## src/rtl/chunk_ecc_pkg.sv

```systemverilog
package chunk_ecc_pkg;

    typedef enum logic [1:0] {
        ST_IDLE   = 2'd0,
        ST_FILL   = 2'd1,
        ST_REPORT = 2'd2
    } ctrl_state_t;

    typedef enum logic [1:0] {
        RES_CLEAN    = 2'd0,
        RES_DATA_FIX = 2'd1,
        RES_CODE_HIT = 2'd2,
        RES_UNCORR   = 2'd3
    } ecc_res_t;

    localparam int COL_BITS = 3;

endpackage

```

## src/rtl/chunk_ecc_accum.sv

```systemverilog
module chunk_ecc_accum #(
    parameter int ADDR_W = 8,
    parameter int CODE_W = 2 * ADDR_W + 6
) (
    input  logic              clk,
    input  logic              rst_n,
    input  logic              clr_i,
    input  logic              acc_i,
    input  logic [7:0]        byte_i,
    input  logic [ADDR_W-1:0] addr_i,
    output logic [CODE_W-1:0] code_d_o
);
    import chunk_ecc_pkg::*;

    localparam int LINE_W = 2 * ADDR_W;

    logic [LINE_W-1:0] line_q, line_d;
    logic [7:0]        fold_q, fold_d;
    logic              byte_par;
    logic [2*COL_BITS-1:0] col_par;

    assign byte_par = ^byte_i;

    always_comb begin
        line_d = line_q;
        fold_d = fold_q;
        if (clr_i) begin
            line_d = '0;
            fold_d = '0;
        end else if (acc_i) begin
            fold_d = fold_q ^ byte_i;
            for (int k = 0; k < ADDR_W; k++) begin
                line_d[2*k + int'(addr_i[k])] = line_q[2*k + int'(addr_i[k])] ^ byte_par;
            end
        end
    end

    for (genvar j = 0; j < COL_BITS; j++) begin : g_col
        always_comb begin
            col_par[2*j]   = 1'b0;
            col_par[2*j+1] = 1'b0;
            for (int b = 0; b < 8; b++) begin
                if (((b >> j) & 1) != 0) col_par[2*j+1] = col_par[2*j+1] ^ fold_d[b];
                else                     col_par[2*j]   = col_par[2*j]   ^ fold_d[b];
            end
        end
    end

    assign code_d_o = {col_par, line_d};

    always_ff @(posedge clk or negedge rst_n) begin
        if (!rst_n) begin
            line_q <= '0;
            fold_q <= '0;
        end else begin
            line_q <= line_d;
            fold_q <= fold_d;
        end
    end

endmodule

```

## src/rtl/chunk_ecc_classify.sv

```systemverilog
module chunk_ecc_classify #(
    parameter int ADDR_W = 8,
    parameter int CODE_W = 2 * ADDR_W + 6
) (
    input  logic [CODE_W-1:0]     syn_i,
    output chunk_ecc_pkg::ecc_res_t res_o,
    output logic [ADDR_W-1:0]     loc_byte_o,
    output logic [2:0]            loc_bit_o
);
    import chunk_ecc_pkg::*;

    localparam int PAIRS = ADDR_W + COL_BITS;

    logic [PAIRS-1:0] split;

    for (genvar p = 0; p < PAIRS; p++) begin : g_pair
        assign split[p] = syn_i[2*p] ^ syn_i[2*p+1];
    end

    for (genvar k = 0; k < ADDR_W; k++) begin : g_byte
        assign loc_byte_o[k] = syn_i[2*k+1];
    end

    for (genvar j = 0; j < COL_BITS; j++) begin : g_bit
        assign loc_bit_o[j] = syn_i[2*ADDR_W + 2*j + 1];
    end

    always_comb begin
        if (syn_i == '0)                  res_o = RES_CLEAN;
        else if ($countones(syn_i) == 1)  res_o = RES_CODE_HIT;
        else if (&split)                  res_o = RES_DATA_FIX;
        else                              res_o = RES_UNCORR;
    end

endmodule

```

## src/rtl/chunk_sec_ecc.sv

```systemverilog
module chunk_sec_ecc #(
    parameter  int CHUNK_BYTES = 256,
    localparam int ADDR_W      = $clog2(CHUNK_BYTES),
    localparam int CODE_W      = 2 * ADDR_W + 6
) (
    input  logic              clk,
    input  logic              rst_n,
    input  logic              start_i,
    input  logic              chk_mode_i,
    input  logic              in_vld_i,
    input  logic [7:0]        in_byte_i,
    input  logic [CODE_W-1:0] stored_code_i,
    output logic              res_vld_o,
    output logic [CODE_W-1:0] code_o,
    output logic [1:0]        status_o,
    output logic [ADDR_W-1:0] err_byte_o,
    output logic [2:0]        err_bit_o
);
    import chunk_ecc_pkg::*;

    ctrl_state_t       state_q, state_d;
    logic [ADDR_W-1:0] cnt_q;
    logic              mode_q;
    logic              accept, last_acc, filling;
    logic [CODE_W-1:0] code_d;
    ecc_res_t          cls_res;
    logic [ADDR_W-1:0] cls_byte;
    logic [2:0]        cls_bit;

    assign accept   = filling && in_vld_i && !start_i;
    assign last_acc = accept && (cnt_q == ADDR_W'(CHUNK_BYTES - 1));

    chunk_ecc_accum #(.ADDR_W(ADDR_W), .CODE_W(CODE_W)) u_accum (
        .clk      (clk),
        .rst_n    (rst_n),
        .clr_i    (start_i),
        .acc_i    (accept),
        .byte_i   (in_byte_i),
        .addr_i   (cnt_q),
        .code_d_o (code_d)
    );

    chunk_ecc_classify #(.ADDR_W(ADDR_W), .CODE_W(CODE_W)) u_class (
        .syn_i      (code_d ^ stored_code_i),
        .res_o      (cls_res),
        .loc_byte_o (cls_byte),
        .loc_bit_o  (cls_bit)
    );

    // state register
    always_ff @(posedge clk or negedge rst_n) begin
        if (!rst_n) state_q <= ST_IDLE;
        else        state_q <= state_d;
    end

    // transitions
    always_comb begin
        state_d = state_q;
        if (start_i) begin
            state_d = ST_FILL;
        end else begin
            unique case (state_q)
                ST_IDLE:   state_d = ST_IDLE;
                ST_FILL:   state_d = last_acc ? ST_REPORT : ST_FILL;
                ST_REPORT: state_d = ST_IDLE;
                default:   state_d = ST_IDLE;
            endcase
        end
    end

    // outputs decoded from state
    always_comb begin
        res_vld_o = 1'b0;
        filling   = 1'b0;
        unique case (state_q)
            ST_IDLE:   ;
            ST_FILL:   filling   = 1'b1;
            ST_REPORT: res_vld_o = 1'b1;
            default:   ;
        endcase
    end

    // datapath registers
    always_ff @(posedge clk or negedge rst_n) begin
        if (!rst_n) begin
            cnt_q      <= '0;
            mode_q     <= 1'b0;
            code_o     <= '0;
            status_o   <= 2'd0;
            err_byte_o <= '0;
            err_bit_o  <= '0;
        end else begin
            if (start_i) begin
                cnt_q  <= '0;
                mode_q <= chk_mode_i;
            end else if (accept) begin
                cnt_q  <= cnt_q + 1'b1;
            end
            if (last_acc) begin
                code_o <= code_d;
                if (mode_q && cls_res == RES_DATA_FIX) begin
                    status_o   <= 2'(RES_DATA_FIX);
                    err_byte_o <= cls_byte;
                    err_bit_o  <= cls_bit;
                end else begin
                    status_o   <= mode_q ? 2'(cls_res) : 2'(RES_CLEAN);
                    err_byte_o <= '0;
                    err_bit_o  <= '0;
                end
            end
        end
    end

endmodule

```

## config.mk

```make
export PLATFORM = sky130hd
export DESIGN_NAME = chunk_sec_ecc
export DESIGN_NICKNAME = d
export VERILOG_FILES = /design/src/rtl/chunk_ecc_pkg.sv /design/src/rtl/chunk_ecc_accum.sv /design/src/rtl/chunk_ecc_classify.sv /design/src/rtl/chunk_sec_ecc.sv
export SDC_FILE = /design/constraint.sdc
export NUM_CORES = 1
export LEC_CHECK = 0
export BUFFER_PORTS_ARGS = -buffer_cell sky130_fd_sc_hd__buf_2
export CAP_MARGIN = 0
export CELL_PAD_IN_SITES_DETAIL_PLACEMENT = 2
export CELL_PAD_IN_SITES_GLOBAL_PLACEMENT = 2
export CORE_MARGIN = 2
export CORE_UTILIZATION = 37
export CTS_CLUSTER_SIZE = 28
export DETAILED_ROUTE_END_ITERATION = 6
export PLACE_DENSITY_LB_ADDON = 0.1
export SLEW_MARGIN = 15
export SYNTH_ARGS = -nofsm -noshare
export SYNTH_HDL_FRONTEND = slang
export SYNTH_SLANG_ARGS = --single-unit
export TNS_END_PERCENT = 10
```

## constraint.sdc

```tcl
create_clock -name clk -period 6.71 [get_ports clk]
set_input_delay 1.342 -clock clk [delete_from_list [all_inputs] [get_ports clk]]
set_output_delay 1.342 -clock clk [all_outputs]
set_load 0.05 [all_outputs]
```

==> results_dict.tcl <==
set metrics [dict create \
    wire_per_inst_um 25.0 \
    via_per_inst 5.27 \
    async_flop_share 1.00 \
    first_iter_violations 165 \
    grt_pass1_vias 4911 \
    fp.dieW_um 119 \
    synth_area_leaders "dfrtp_1 36%, xnor2_1 9.7%, ha_1 7.4%" \
    grt_max_degree 71 \
    final_util 0.530 \
    synth_compound_area_frac 0.0765 \
    gr-total-overflow 0 \
    status "complete, but fails checks" \
    cp_max_fo 7 \
    maxCapViolCount 0 \
    fmax_ghz 0.141 \
    slowest_stage "fa_1" \
    arrival_ns 7.35 \
    synth-seq-area-share 0.359 \
    slowest_delay_ns 0.56 \
    yosysTopAreaCellShare 0.359 \
    final_common_cell "dfrtp_1" \
    cp_top_family "adder cells" \
    synth_top_family_by_area "XOR/XNOR gates" \
    drcViolationCount 0 \
    relSlewSlack 0.360 \
    postCtsHoldBufs 0 \
    worst_slack_ns -0.374 \
    final_area_sq_um 6740 \
    io_buffer_count 70 \
    die_h_um 119 \
    hpwl_um 12000 \
    drtAntennaViolNets 0 \
    yosys_warnings 0 \
    netlist.top_cell.by_area "dfrtp_1" \
    power.total_w 0.00283 \
    nets 707 \
    antenna_found_initial 0 \
    synth-seq-cells 70 \
    synth_edf_count 0 \
    dr.pass1.iters 4 \
    ir_drop_uv 312 \
    dp.cells 768 \
    clockBufferDepth 2 \
    syn_avg_cell_area_sq_um 10.0 \
    tightest_slew_ns 0.959 \
    drive_above_1_share 0.382 \
    gp_congestion 0.858 \
    synthCells 487 \
    dieArea_sq_um 14100 \
    h-tree-depth 3 \
    clock_sinks 70 \
    mostFrequentLayoutCells "70 x dfrtp_1, 69 x buf_4, 66 x buf_2, 56 x nand2_1, 45 x xnor2_1" \
    min_period_over_period 1.06 \
    hold_viol 0 \
    clk_latency_ns 0.35 \
    synth_mux_area_frac 0.0349 \
    clockRootBuffer "clkbuf_16" \
    crit_required_ns 6.98 \
    violations "setup timing" \
    via_count 4235 \
    path_buf_inv 8 \
    grt_util_met2 0.502 \
    fin_cells 803 \
    grtUsageTotal 0.270 \
    met1_usage 0.308 \
    area_growth_pct 38.3 \
    fin_skew_ns 0.00891 \
    clk_pin_slew_worst_paths_ns 0.06 \
    synth_xor_area_frac 0.201 \
    start_util 0.383 \
    cp_common_cell "fa_1" \
    cts_tree "built" \
    critical_path_class "in2reg" \
    synth-adder-area-share 0.144 \
    synth_flop_cell "dfrtp_1" \
    crit_path_start_kind "primary input" \
    critPathCaptureType "register" \
    core_area_sq_um 12700 \
    slew_viol_final 0 \
    antenna_cells 0 \
    hp-class "reg2reg" \
    finalCriticalPeriod_ns 7.08 \
    num-fill-cells 1321 \
    num_rows 41 \
    whs_ns 0.475 \
    grt_pass1_wl_um 28500 \
    rsz0062_at_grt "true" \
    powerDensity_nw_per_um2 419 \
    busiest_layer "met2" \
    placed_area_sq_um 5950 \
    use_met3 0.0372 \
    synth.cell_area_sq_um 4880 \
    io_pins 71 \
    setup_viol 12 \
    synth_fp_nets 568 \
    numCtsBuffers 9 \
    yosys.cell_types.count 40 \
    seq_area_sq_um 1750 \
    routed_wl_um 20100 \
    multi_input_area_sq_um 3360 \
    synthSimpleGateAreaFrac 0.133 \
    p_leak_nw 3.27 \
]
## metrics by stage
step	setup slack (ns)	TNS [ns]
global route	-0.569	-6.19
finish	-0.374	-3.79
global placement	-0.616	-7.30
floorplan	-0.00606	-0.0425
detailed placement	-0.949	-11.05
CTS	-0.173	-1.73
## cell type report
cell class,count,share of cell area
tap,172,0.0319
clock buffer,9,0.0334
clock inverter,7,0.00742
timing repair buffer,145,0.145
inverter,44,0.0245
sequential,70,0.260
multi-input combinational,356,0.498
## worst paths after layout
path | end | from | cells past startpoint | slack [ns]
worst max-delay path | err_byte_o[1] | in_byte_i[6] | 27 | -0.37
worst min-delay path | code_o[19] | code_o[19] | 2 | 0.47
worst max register to register | err_byte_o[1] | state_q[1] | 25 | 0.30
worst min register to register | code_o[19] | code_o[19] | 2 | 0.47
max in group asynchronous | code_o[12] | rst_n | 1 | 4.95
min in group asynchronous | err_byte_o[0] | rst_n | 1 | 1.14
## cells by family (layout without fill, tap and decap cells)
| logic type | count (synthesis) | after routing |
|---|---|---|
| AO/OA/AOI/OAI | 59 | 59 |
| XOR/XNOR | 98 | 99 |
| adder cells (fa/ha/maj) | 46 | 46 |
| buffers and inverters | 62 | 205 |
| flip-flops | 70 | 70 |
| multiplexers | 16 | 16 |
| AND/OR/NAND/NOR | 136 | 136 |
## synth_stat cells (2+ instances only)
library cell	n
nand3_1	3
a211o_1	2
fa_1	17
or3_1	5
xnor3_1	9
mux2_2	8
inv_1	44
or4_1	6
nand4_1	7
a21oi_2	8
clkbuf_1	11
buf_2	4
o21ai_1	2
o31ai_1	11
ha_1	29
nor2b_1	8
nand4b_1	2
nand2_1	57
a21oi_1	9
mux2i_1	8
o21ai_0	23
dfrtp_1	70
and3_1	2
xor2_1	35
xnor2_1	54
nor2_1	37
or4_4	3
## metal layers
metal | wire (um) | share of wire
met5 | 0 | 0
met4 | 823 | 0.041
met3 | 623 | 0.031
met2 | 10800 | 0.54
met1 | 7800 | 0.39
## timing repair
action	in CTS	in global routing
resized for setup	50	21
pin swaps	21	16
setup buffers	13	5
setup endpoints to repair	13	13
gates cloned	1	0
## sequential cells by signal, summed over array words and instances, names as in the netlist
register	flops
code_o	22
state_q	2
mode_q	1
status_o	2
err_bit_o	3
err_byte_o	8
u_accum.line_q	16
cnt_q	8
u_accum.fold_q	8
## report_power, final
part	leakage (nW)	total, W	internal, W	switching, W
Sequential	0.959	0.000461	0.000438	0.0000232
Combinational	2.18	0.00190	0.000865	0.00103
Clock	0.128	0.000469	0.000251	0.000218
Total	3.27	0.00283	0.00155	0.00127
## worst register-to-register path, cell delays in order (launching register included)
cell	delay [ns]
dfrtp_1	0.41
nand3b_1	0.28
or3_1	0.48
a211o_1	0.35
a21oi_2	0.21
buf_4	0.18
xnor2_2	0.14
ha_1	0.31
inv_1	0.11
fa_2	0.45
fa_1	0.53
inv_1	0.07
fa_2	0.36
inv_2	0.07
fa_1	0.39
inv_1	0.07
ha_2	0.19
inv_2	0.05
fa_2	0.40
o21ai_4	0.19
a211oi_4	0.07
or4_4	0.52
nor2_4	0.11
nand2_2	0.09
buf_6	0.15
o21ai_1	0.16
Power figures use the tool's default switching activity.
